### config.mk
export PLATFORM = sky130hd
export DESIGN_NAME = serial_audio_rx
export DESIGN_NICKNAME = d
export VERILOG_FILES = /design/src/rtl/sar_pkg.sv /design/src/rtl/sar_sync_edge.sv /design/src/rtl/sar_deframer.sv /design/src/rtl/sar_frame_out.sv /design/src/rtl/serial_audio_rx.sv
export SDC_FILE = /design/constraint.sdc
export NUM_CORES = 1
export LEC_CHECK = 0
export ABC_AREA = 1
export BUFFER_PORTS_ARGS = -buffer_cell sky130_fd_sc_hd__buf_4
export CORE_MARGIN = 5
export CORE_UTILIZATION = 50
export DETAILED_ROUTE_END_ITERATION = 12
export GPL_ROUTABILITY_DRIVEN = 0
export GPL_TIMING_DRIVEN = 0
export HOLD_SLACK_MARGIN = 0.12
export PLACE_DENSITY = 0.68
export SETUP_SLACK_MARGIN = 0.3
export SYNTH_ARGS = -nofsm -noshare
export SYNTH_HDL_FRONTEND = slang
export SYNTH_SLANG_ARGS = --single-unit
### constraint.sdc
create_clock -name clk -period 4.35 [get_ports clk]
set_clock_uncertainty 0.05 [all_clocks]
set_input_delay 0.2175 -clock clk [delete_from_list [all_inputs] [get_ports clk]]
set_output_delay 0.2175 -clock clk [all_outputs]
set_load 0.02 [all_outputs]
### src/rtl/sar_pkg.sv
package sar_pkg;

  localparam logic [2:0] FMT_I2S24 = 3'd0;
  localparam logic [2:0] FMT_I2S16 = 3'd1;
  localparam logic [2:0] FMT_LJ24  = 3'd2;
  localparam logic [2:0] FMT_RJ24  = 3'd3;
  localparam logic [2:0] FMT_RJ20  = 3'd4;
  localparam logic [2:0] FMT_RJ18  = 3'd5;
  localparam logic [2:0] FMT_RJ16  = 3'd6;

  // right-justified framings are codes 3..6
  function automatic logic fmt_is_rj(input logic [2:0] f);
    return (f >= FMT_RJ24) && (f <= FMT_RJ16);
  endfunction

  // I2S framings: codes 0, 1 and the reserved code 7
  function automatic logic fmt_is_i2s(input logic [2:0] f);
    return !fmt_is_rj(f) && (f != FMT_LJ24);
  endfunction

  function automatic int fmt_rj_width(input logic [2:0] f);
    case (f)
      FMT_RJ24: return 24;
      FMT_RJ20: return 20;
      FMT_RJ18: return 18;
      default:  return 16;
    endcase
  endfunction

  // number of bits kept for MSB-first framings
  function automatic int fmt_lead_limit(input logic [2:0] f);
    return (f == FMT_I2S16) ? 16 : 24;
  endfunction

  // bit clocks between the word-select edge and the MSB
  function automatic int fmt_lead_offset(input logic [2:0] f);
    return fmt_is_i2s(f) ? 1 : 0;
  endfunction

  // word-select level that marks the left channel
  function automatic logic fmt_left_level(input logic [2:0] f);
    return !fmt_is_i2s(f);
  endfunction

endpackage

### src/rtl/sar_sync_edge.sv
module sar_sync_edge #(
  parameter int STAGES = 2
) (
  input  logic clk,
  input  logic rst,
  input  logic lrck_i,
  input  logic sclk_i,
  input  logic sdata_i,
  output logic bit_stb,
  output logic lrck_q,
  output logic sdata_q
);
  localparam int LAST = STAGES - 1;

  // bit 2: word select, bit 1: bit clock, bit 0: data
  logic [STAGES-1:0][2:0] pipe;
  logic                   sclk_prev;

  always_ff @(posedge clk) begin
    if (rst) begin
      pipe <= '0;
    end else begin
      pipe[0] <= {lrck_i, sclk_i, sdata_i};
      for (int s = 1; s < STAGES; s++) pipe[s] <= pipe[s-1];
    end
  end

  // strobe, word select and data leave this stage together
  always_ff @(posedge clk) begin
    if (rst) begin
      sclk_prev <= 1'b0;
      bit_stb   <= 1'b0;
      lrck_q    <= 1'b0;
      sdata_q   <= 1'b0;
    end else begin
      sclk_prev <= pipe[LAST][1];
      bit_stb   <= pipe[LAST][1] & ~sclk_prev;
      lrck_q    <= pipe[LAST][2];
      sdata_q   <= pipe[LAST][0];
    end
  end

  // a bit strobe can never last two cycles
  a_r7_strobe_isolated: assert property (@(posedge clk) disable iff (rst)
    bit_stb |=> !bit_stb);

endmodule

### src/rtl/sar_deframer.sv
module sar_deframer
  import sar_pkg::*;
#(
  parameter int WORD_W = 24,
  parameter int CNT_W  = 7
) (
  input  logic              clk,
  input  logic              rst,
  input  logic              bit_stb,
  input  logic              lrck_q,
  input  logic              sdata_q,
  input  logic [2:0]        fmt,
  output logic              half_done,
  output logic              half_left,
  output logic [WORD_W-1:0] half_word,
  output logic [1:0]        edges_seen
);
  localparam logic [CNT_W-1:0] CNT_MAX = {CNT_W{1'b1}};
  localparam logic [CNT_W-1:0] CNT_ONE = {{(CNT_W-1){1'b0}}, 1'b1};

  logic              have_ref;
  logic              lrck_last;
  logic [CNT_W-1:0]  idx;
  logic [WORD_W-1:0] lead_acc, lead_next;
  logic [WORD_W-1:0] tail_sr, tail_next;
  logic [WORD_W-1:0] done_word;
  logic              new_half;
  int                pos;

  assign new_half = bit_stb && have_ref && (lrck_q != lrck_last);

  // MSB-first placement and right-justified shifting of the current bit
  always_comb begin
    lead_next = new_half ? '0 : lead_acc;
    pos = (new_half ? 0 : int'(idx)) - fmt_lead_offset(fmt);
    if (pos >= 0 && pos < fmt_lead_limit(fmt)) begin
      for (int b = 0; b < WORD_W; b++)
        if (pos == WORD_W - 1 - b) lead_next[b] = sdata_q;
    end
    tail_next = new_half ? {{(WORD_W-1){1'b0}}, sdata_q}
                         : {tail_sr[WORD_W-2:0], sdata_q};
  end

  // word of the half-frame that ends at this transition
  always_comb begin
    if (fmt_is_rj(fmt)) done_word = tail_sr << (WORD_W - fmt_rj_width(fmt));
    else                done_word = lead_acc;
  end

  always_ff @(posedge clk) begin
    if (rst) begin
      have_ref   <= 1'b0;
      lrck_last  <= 1'b0;
      idx        <= '0;
      lead_acc   <= '0;
      tail_sr    <= '0;
      half_done  <= 1'b0;
      half_left  <= 1'b0;
      half_word  <= '0;
      edges_seen <= '0;
    end else begin
      half_done <= 1'b0;
      if (bit_stb) begin
        have_ref  <= 1'b1;
        lrck_last <= lrck_q;
        lead_acc  <= lead_next;
        tail_sr   <= tail_next;
        if (new_half) begin
          idx        <= CNT_ONE;
          half_done  <= 1'b1;
          half_left  <= (lrck_last == fmt_left_level(fmt));
          half_word  <= done_word;
          if (edges_seen != 2'd3) edges_seen <= edges_seen + 2'd1;
        end else if (idx != CNT_MAX) begin
          idx <= idx + CNT_ONE;
        end
      end
    end
  end

  // the transition count never goes back between resets
  a_r8_edges_monotonic: assert property (@(posedge clk) disable iff (rst)
    edges_seen >= $past(edges_seen));

  // a half-frame ends only on a bit strobe that sees a new level
  a_r7_done_on_edge: assert property (@(posedge clk) disable iff (rst)
    half_done |-> $past(bit_stb) && ($past(lrck_q) != lrck_last || idx == CNT_ONE));

endmodule

### src/rtl/sar_frame_out.sv
module sar_frame_out #(
  parameter int WORD_W = 24
) (
  input  logic              clk,
  input  logic              rst,
  input  logic              half_done,
  input  logic              half_left,
  input  logic [WORD_W-1:0] half_word,
  input  logic [1:0]        edges_seen,
  output logic [WORD_W-1:0] left_o,
  output logic [WORD_W-1:0] right_o,
  output logic              valid_o
);
  logic [WORD_W-1:0] left_hold;
  logic              have_left;

  always_ff @(posedge clk) begin
    if (rst) begin
      left_hold <= '0;
      have_left <= 1'b0;
      left_o    <= '0;
      right_o   <= '0;
      valid_o   <= 1'b0;
    end else begin
      valid_o <= 1'b0;
      if (half_done) begin
        if (half_left) begin
          left_hold <= half_word;
          have_left <= 1'b1;
        end else begin
          have_left <= 1'b0;
          // left began at transition 1 or later: both halves are full
          if (have_left && edges_seen == 2'd3) begin
            left_o  <= left_hold;
            right_o <= half_word;
            valid_o <= 1'b1;
          end
        end
      end
    end
  end

  // single-cycle strobe, raised only after a right half-frame
  a_r7_single_pulse: assert property (@(posedge clk) disable iff (rst)
    valid_o |=> !valid_o);
  a_r7_after_right: assert property (@(posedge clk) disable iff (rst)
    valid_o |-> $past(half_done) && !$past(half_left));

  // no strobe before a full period has been seen
  a_r8_full_period: assert property (@(posedge clk) disable iff (rst)
    valid_o |-> edges_seen == 2'd3);

  // samples hold between strobes
  a_r9_hold: assert property (@(posedge clk) disable iff (rst)
    !valid_o |-> $stable(left_o) && $stable(right_o));

endmodule

### src/rtl/serial_audio_rx.sv
module serial_audio_rx #(
  parameter int SYNC_STAGES = 2,
  parameter int CNT_W       = 7
) (
  input  logic        clk,
  input  logic        rst,
  input  logic [2:0]  fmt_sel,
  input  logic        lrck,
  input  logic        sclk,
  input  logic        sdata,
  output logic [23:0] left_o,
  output logic [23:0] right_o,
  output logic        valid_o
);
  localparam int WORD_W = 24;

  logic              bit_stb, lrck_q, sdata_q;
  logic              half_done, half_left;
  logic [WORD_W-1:0] half_word;
  logic [1:0]        edges_seen;

  sar_sync_edge #(.STAGES(SYNC_STAGES)) u_sync (
    .clk(clk), .rst(rst),
    .lrck_i(lrck), .sclk_i(sclk), .sdata_i(sdata),
    .bit_stb(bit_stb), .lrck_q(lrck_q), .sdata_q(sdata_q)
  );

  sar_deframer #(.WORD_W(WORD_W), .CNT_W(CNT_W)) u_deframe (
    .clk(clk), .rst(rst),
    .bit_stb(bit_stb), .lrck_q(lrck_q), .sdata_q(sdata_q), .fmt(fmt_sel),
    .half_done(half_done), .half_left(half_left), .half_word(half_word),
    .edges_seen(edges_seen)
  );

  sar_frame_out #(.WORD_W(WORD_W)) u_out (
    .clk(clk), .rst(rst),
    .half_done(half_done), .half_left(half_left), .half_word(half_word),
    .edges_seen(edges_seen),
    .left_o(left_o), .right_o(right_o), .valid_o(valid_o)
  );

endmodule

==> results <==
- The start of the worst register-to-register path is u_sync.bit_stb$_SDFF_PP0_.
- The number of levels the H-tree was split into is 4.
- The number of nets handed over by synthesis was around 1200.
- The worst hold path belongs to the class in -> reg.
- The final total power is between 3 and 4 mW.
- The count of nets left with antenna violations once routing finished came out at 0.
- The final layout net count is ~1200.
- The largest net degree at the start of global routing is 18.
- The die outline area is about 18000 sq um.
- The biggest fanout along the worst timing path is 10.
- The async set or reset register ratio after synthesis is 0%.
- The buffer cell driving the clock tree root is sky130_fd_sc_hd__clkbuf_16.
- The placement row count is 45.
- The via count is 7663.
- In the post-synthesis netlist, the biggest area contributors are sky130_fd_sc_hd__dfxtp_1 (43%), sky130_fd_sc_hd__nor2_1 (11%), sky130_fd_sc_hd__o21ai_0 (8.6%).
- The worst hold path startpoint is rst.
- After synthesis the cells add up to a little under 8000 sq um.
- Together, buffers and inverters on the worst path number 7.
- The detailed router finished its first iteration with around 490 violations.
- The kind of capture point of the worst setup path is a flop.
- The setup slack at placement is approximately 0.39 ns.
- Once the floorplan was initialized, standard cells occupied 51.1% of the core.
- Clock-pin slew was measured on the worst setup and hold paths at 0.08 ns.
- Setup repair after global routing left no endpoint under its margin.
- After technology mapping, the gate count stands at 1137.
- The CTS buffer count is 17.
- The top cell types in the final layout, fill and taps aside, are sky130_fd_sc_hd__nor2_1 (220), sky130_fd_sc_hd__dfxtp_1 (169), sky130_fd_sc_hd__nand2_1 (155).
- The number of antenna violations at the first check in global routing is 0.
- The share of Yosys cell area claimed by the top area cell type is a little over two fifths.
- The wire-length estimate of the detail-placed layout is between 15000 and 20000 um.
- A synthesized cell averages around 6.9 sq um.
- The iteration count of the initial detailed-routing pass is 5.
- The required time reported for the critical path endpoint is about 4.6 ns.
- For this run, the slowest stage of the critical path takes 0.38 ns.
- The area growth from synthesis to layout is 16.6%.
- The maximum ir drop on the vdd rail is about 0.27 mV.
- The type of the worst setup path is reg -> reg.
- Headroom to the max-slew limit came out at about three fifths.
- The synthesized design contains around 170 register bits.
- The quantity of I/O buffers inserted on ports is 55.
- Of the synthesized area, sequential elements account for 43.4%.
- The commonest non-fill, non-tap cell in the layout is sky130_fd_sc_hd__nor2_1.
- The wire length of the first global-routing pass is roughly 36000 um.
- The critical path starts at u_sync.bit_stb$_SDFF_PP0_.
- The die boundary height is roughly 130 um.
- The family with the most delay on the worst path is buffers and inverters.
- The number of hold violations in the final report is 0.
- The maximum number of buffers from clock root to sink is 2.
- The CTS tree is built.
- The tool flagged a number of max-cap violations equal to 0.
- The tightest hold path in the finished design has a slack of 0.307 ns.
- The total grt overflow is 0.
- The tree built by TritonCTS fans out to 169 sinks.
- The total core area is approximately 15000 sq um.
- The run finished with clean final reports.
- In this run, synthesis inferred 0 flip-flops with an integrated enable.
- The number of global-route vias before repair is 7052.
- The sum of negative setup slack is 0 ns.
- For the worst setup path, the data arrival time is roughly 4 ns.
- After layout, the worst path uses between 80% and 90% of the clock period.
- For the finished layout, the period the worst path requires is 3.61 ns.
- In the synthesized netlist the dominant register cell turns out to be sky130_fd_sc_hd__dfxtp_1.
- The number of different library cells used by synthesis comes to 37.
- The post-layout worst setup margin is 0.743 ns.
- The critical path goes through nand2_1 -> inv_1 -> nand3_2 -> buf_4 -> clkbuf_2 -> clkbuf_2 -> nand2_1 -> ha_1 -> ha_1 -> nand3_1 -> nor2_1 -> ha_1 -> inv_1 -> nand2_1 -> nor2_2 -> clkbuf_1 -> nand3_1 -> nand3_1 -> nand3_1 -> nand2_1 -> inv_1.
- The final routed wirelength across all metal layers is 22600 um.
- The ratio of cells with drive above 1 in the final layout is a little under a tenth.
- Dividing the detail-routed wire length by the instance count gives approximately 16 um.
- 0 antenna diodes ended up in the layout.
- The cell type of the slowest stage on the worst timing path is sky130_fd_sc_hd__clkbuf_1.
- The clock latency reported for the late side of the worst-skew pair is about 0.43 ns.
- The die is around 130 um wide.
- The element type at the critical path start is a flop.
- The layout filler cell count is 1552.
- The max-slew violation count was 0.
- After detailed routing, the number of remaining DRC violations is 0.
- In the routed layout, each cell is associated on average with a via count of about 5.3.
- The reported leakage power is between 3 and 4 nW.
- For this run, the total global-route usage over all layers was measured as between 20% and 30%.
- The most area-hungry cell type in the Yosys netlist is sky130_fd_sc_hd__dfxtp_1.
- Static timing analysis puts the maximum clock frequency at about 0.28 GHz.
- The number of setup violations in the final report is 0.
- At the pin with the least slew margin, the transition time is around 0.62 ns.
- The number of top-level pins is 57.
- The Yosys step of the flow raised 0 warnings.
- The power per cell area is around 370 nW/um^2.
final timing paths:
| check | endpoint | slack [ns] | cells past startpoint |
|---|---|---|---|
| worst max-delay path | u_deframe.lead_acc[14]$_SDFFE_PP0P_ | 0.74 | 21 |
| worst min-delay path | u_deframe.lead_acc[10]$_SDFFE_PP0P_ | 0.31 | 4 |
| worst max register to register | u_deframe.lead_acc[14]$_SDFFE_PP0P_ | 0.74 | 21 |
| worst min register to register | u_sync.bit_stb$_SDFF_PP0_ | 0.34 | 1 |
worst register-to-register path, stage by stage, from the launching register on:
cell and delay [ns]:
sky130_fd_sc_hd__dfxtp_1 0.37, sky130_fd_sc_hd__nand2_1 0.08, sky130_fd_sc_hd__inv_1 0.04, sky130_fd_sc_hd__nand3_2 0.09
sky130_fd_sc_hd__buf_4 0.18, sky130_fd_sc_hd__clkbuf_2 0.25, sky130_fd_sc_hd__clkbuf_2 0.34, sky130_fd_sc_hd__nand2_1 0.10
sky130_fd_sc_hd__ha_1 0.27, sky130_fd_sc_hd__ha_1 0.26, sky130_fd_sc_hd__nand3_1 0.14, sky130_fd_sc_hd__nor2_1 0.06
sky130_fd_sc_hd__ha_1 0.17, sky130_fd_sc_hd__inv_1 0.05, sky130_fd_sc_hd__nand2_1 0.05, sky130_fd_sc_hd__nor2_2 0.21
sky130_fd_sc_hd__clkbuf_1 0.38, sky130_fd_sc_hd__nand3_1 0.13, sky130_fd_sc_hd__nand3_1 0.10, sky130_fd_sc_hd__nand3_1 0.09
sky130_fd_sc_hd__nand2_1 0.09, sky130_fd_sc_hd__inv_1 0.03
where the power goes:
group / total (mW) / switching (mW) / internal [mW]
combinational: 0.252 / 0.181 / 0.0714
sequential: 1.57 / 0.0112 / 1.56
clock: 1.50 / 0.690 / 0.813
total: 3.33 / 0.882 / 2.44
flip-flops by register name, summed over array words and instances, names as in the netlist, 2 cells and up:
register	count
u_deframe.tail_sr	24
u_deframe.edges_seen	2
u_deframe.idx	7
u_out.right_o	24
u_out.left_o	24
u_deframe.half_word	24
u_deframe.lead_acc	24
u_out.left_hold	24
u_sync.pipe	6
synthesized netlist by cell type (2+ instances only):
| cell type | count |
|---|---|
| sky130_fd_sc_hd__buf_4 | 4 |
| sky130_fd_sc_hd__o32ai_1 | 13 |
| sky130_fd_sc_hd__ha_1 | 7 |
| sky130_fd_sc_hd__a211oi_1 | 2 |
| sky130_fd_sc_hd__buf_2 | 5 |
| sky130_fd_sc_hd__clkbuf_1 | 60 |
| sky130_fd_sc_hd__clkinv_1 | 2 |
| sky130_fd_sc_hd__o211ai_1 | 9 |
| sky130_fd_sc_hd__o221ai_1 | 5 |
| sky130_fd_sc_hd__nor3b_1 | 2 |
| sky130_fd_sc_hd__inv_1 | 121 |
| sky130_fd_sc_hd__o21ai_1 | 5 |
| sky130_fd_sc_hd__a221oi_1 | 2 |
| sky130_fd_sc_hd__dfxtp_1 | 169 |
| sky130_fd_sc_hd__nand2_1 | 155 |
| sky130_fd_sc_hd__nor2_1 | 220 |
| sky130_fd_sc_hd__nand4_1 | 10 |
| sky130_fd_sc_hd__buf_1 | 5 |
| sky130_fd_sc_hd__nand3_2 | 2 |
| sky130_fd_sc_hd__o21ai_0 | 134 |
| sky130_fd_sc_hd__nand2_2 | 3 |
| sky130_fd_sc_hd__nand3_1 | 100 |
| sky130_fd_sc_hd__a21oi_1 | 60 |
| sky130_fd_sc_hd__a31oi_1 | 9 |
| sky130_fd_sc_hd__o31ai_1 | 6 |
| sky130_fd_sc_hd__nor3_1 | 5 |
| sky130_fd_sc_hd__o22ai_1 | 2 |
| sky130_fd_sc_hd__nor2_2 | 7 |
| sky130_fd_sc_hd__a22oi_1 | 4 |
| sky130_fd_sc_hd__o21bai_1 | 2 |
layout make-up:
| class | instances | area [sq um] | area share, % |
|---|---|---|---|
| plain buffers | 74 | 302 | 3.32 |
| clock buffers | 17 | 425 | 4.68 |
| clock inverters | 15 | 156 | 1.72 |
| inverters | 124 | 465 | 5.12 |
| multi-input cells | 770 | 3650 | 40.2 |
| flip-flops and latches | 169 | 3380 | 37.2 |
| well taps | 211 | 264 | 2.90 |
| repair buffers | 58 | 443 | 4.87 |
routing by layer:
metal / vias to the layer above / track usage, % / routed length (um)
li1: 3893 / - / -
met1: 3455 / 32.5 / 10000
met2: 260 / 42.1 / 10500
met3: 55 / 5.03 / 1370
met4: 0 / 9.16 / 669
met5: - / 0 / 0
stage by stage:
step	instance area (sq um)	std cells	util, %
floorplan	7800	1137	-
global placement	8480	1403	55.6
detailed placement	8480	1403	55.6
CTS	9090	1438	59.6
global route	9090	1438	59.6
finish	9090	1438	59.6
cells by family after synthesis:
logic type,synth area share (%)
and+or+nand+nor,27.1
AOI/OAI and AO/OA,18.6
buffers and inverters,9.80
DFF,43.4
adders and majority gates,1.12
repair_timing:
| item | CTS | global route |
|---|---|---|
| resized for setup | 0 | 4 |
| setup endpoints to repair | 0 | 24 |
| setup buffers | 0 | 0 |
| hold buffers | 3 | 0 |
| hold endpoints to repair | 3 | 0 |
Power figures use the tool's default switching activity.
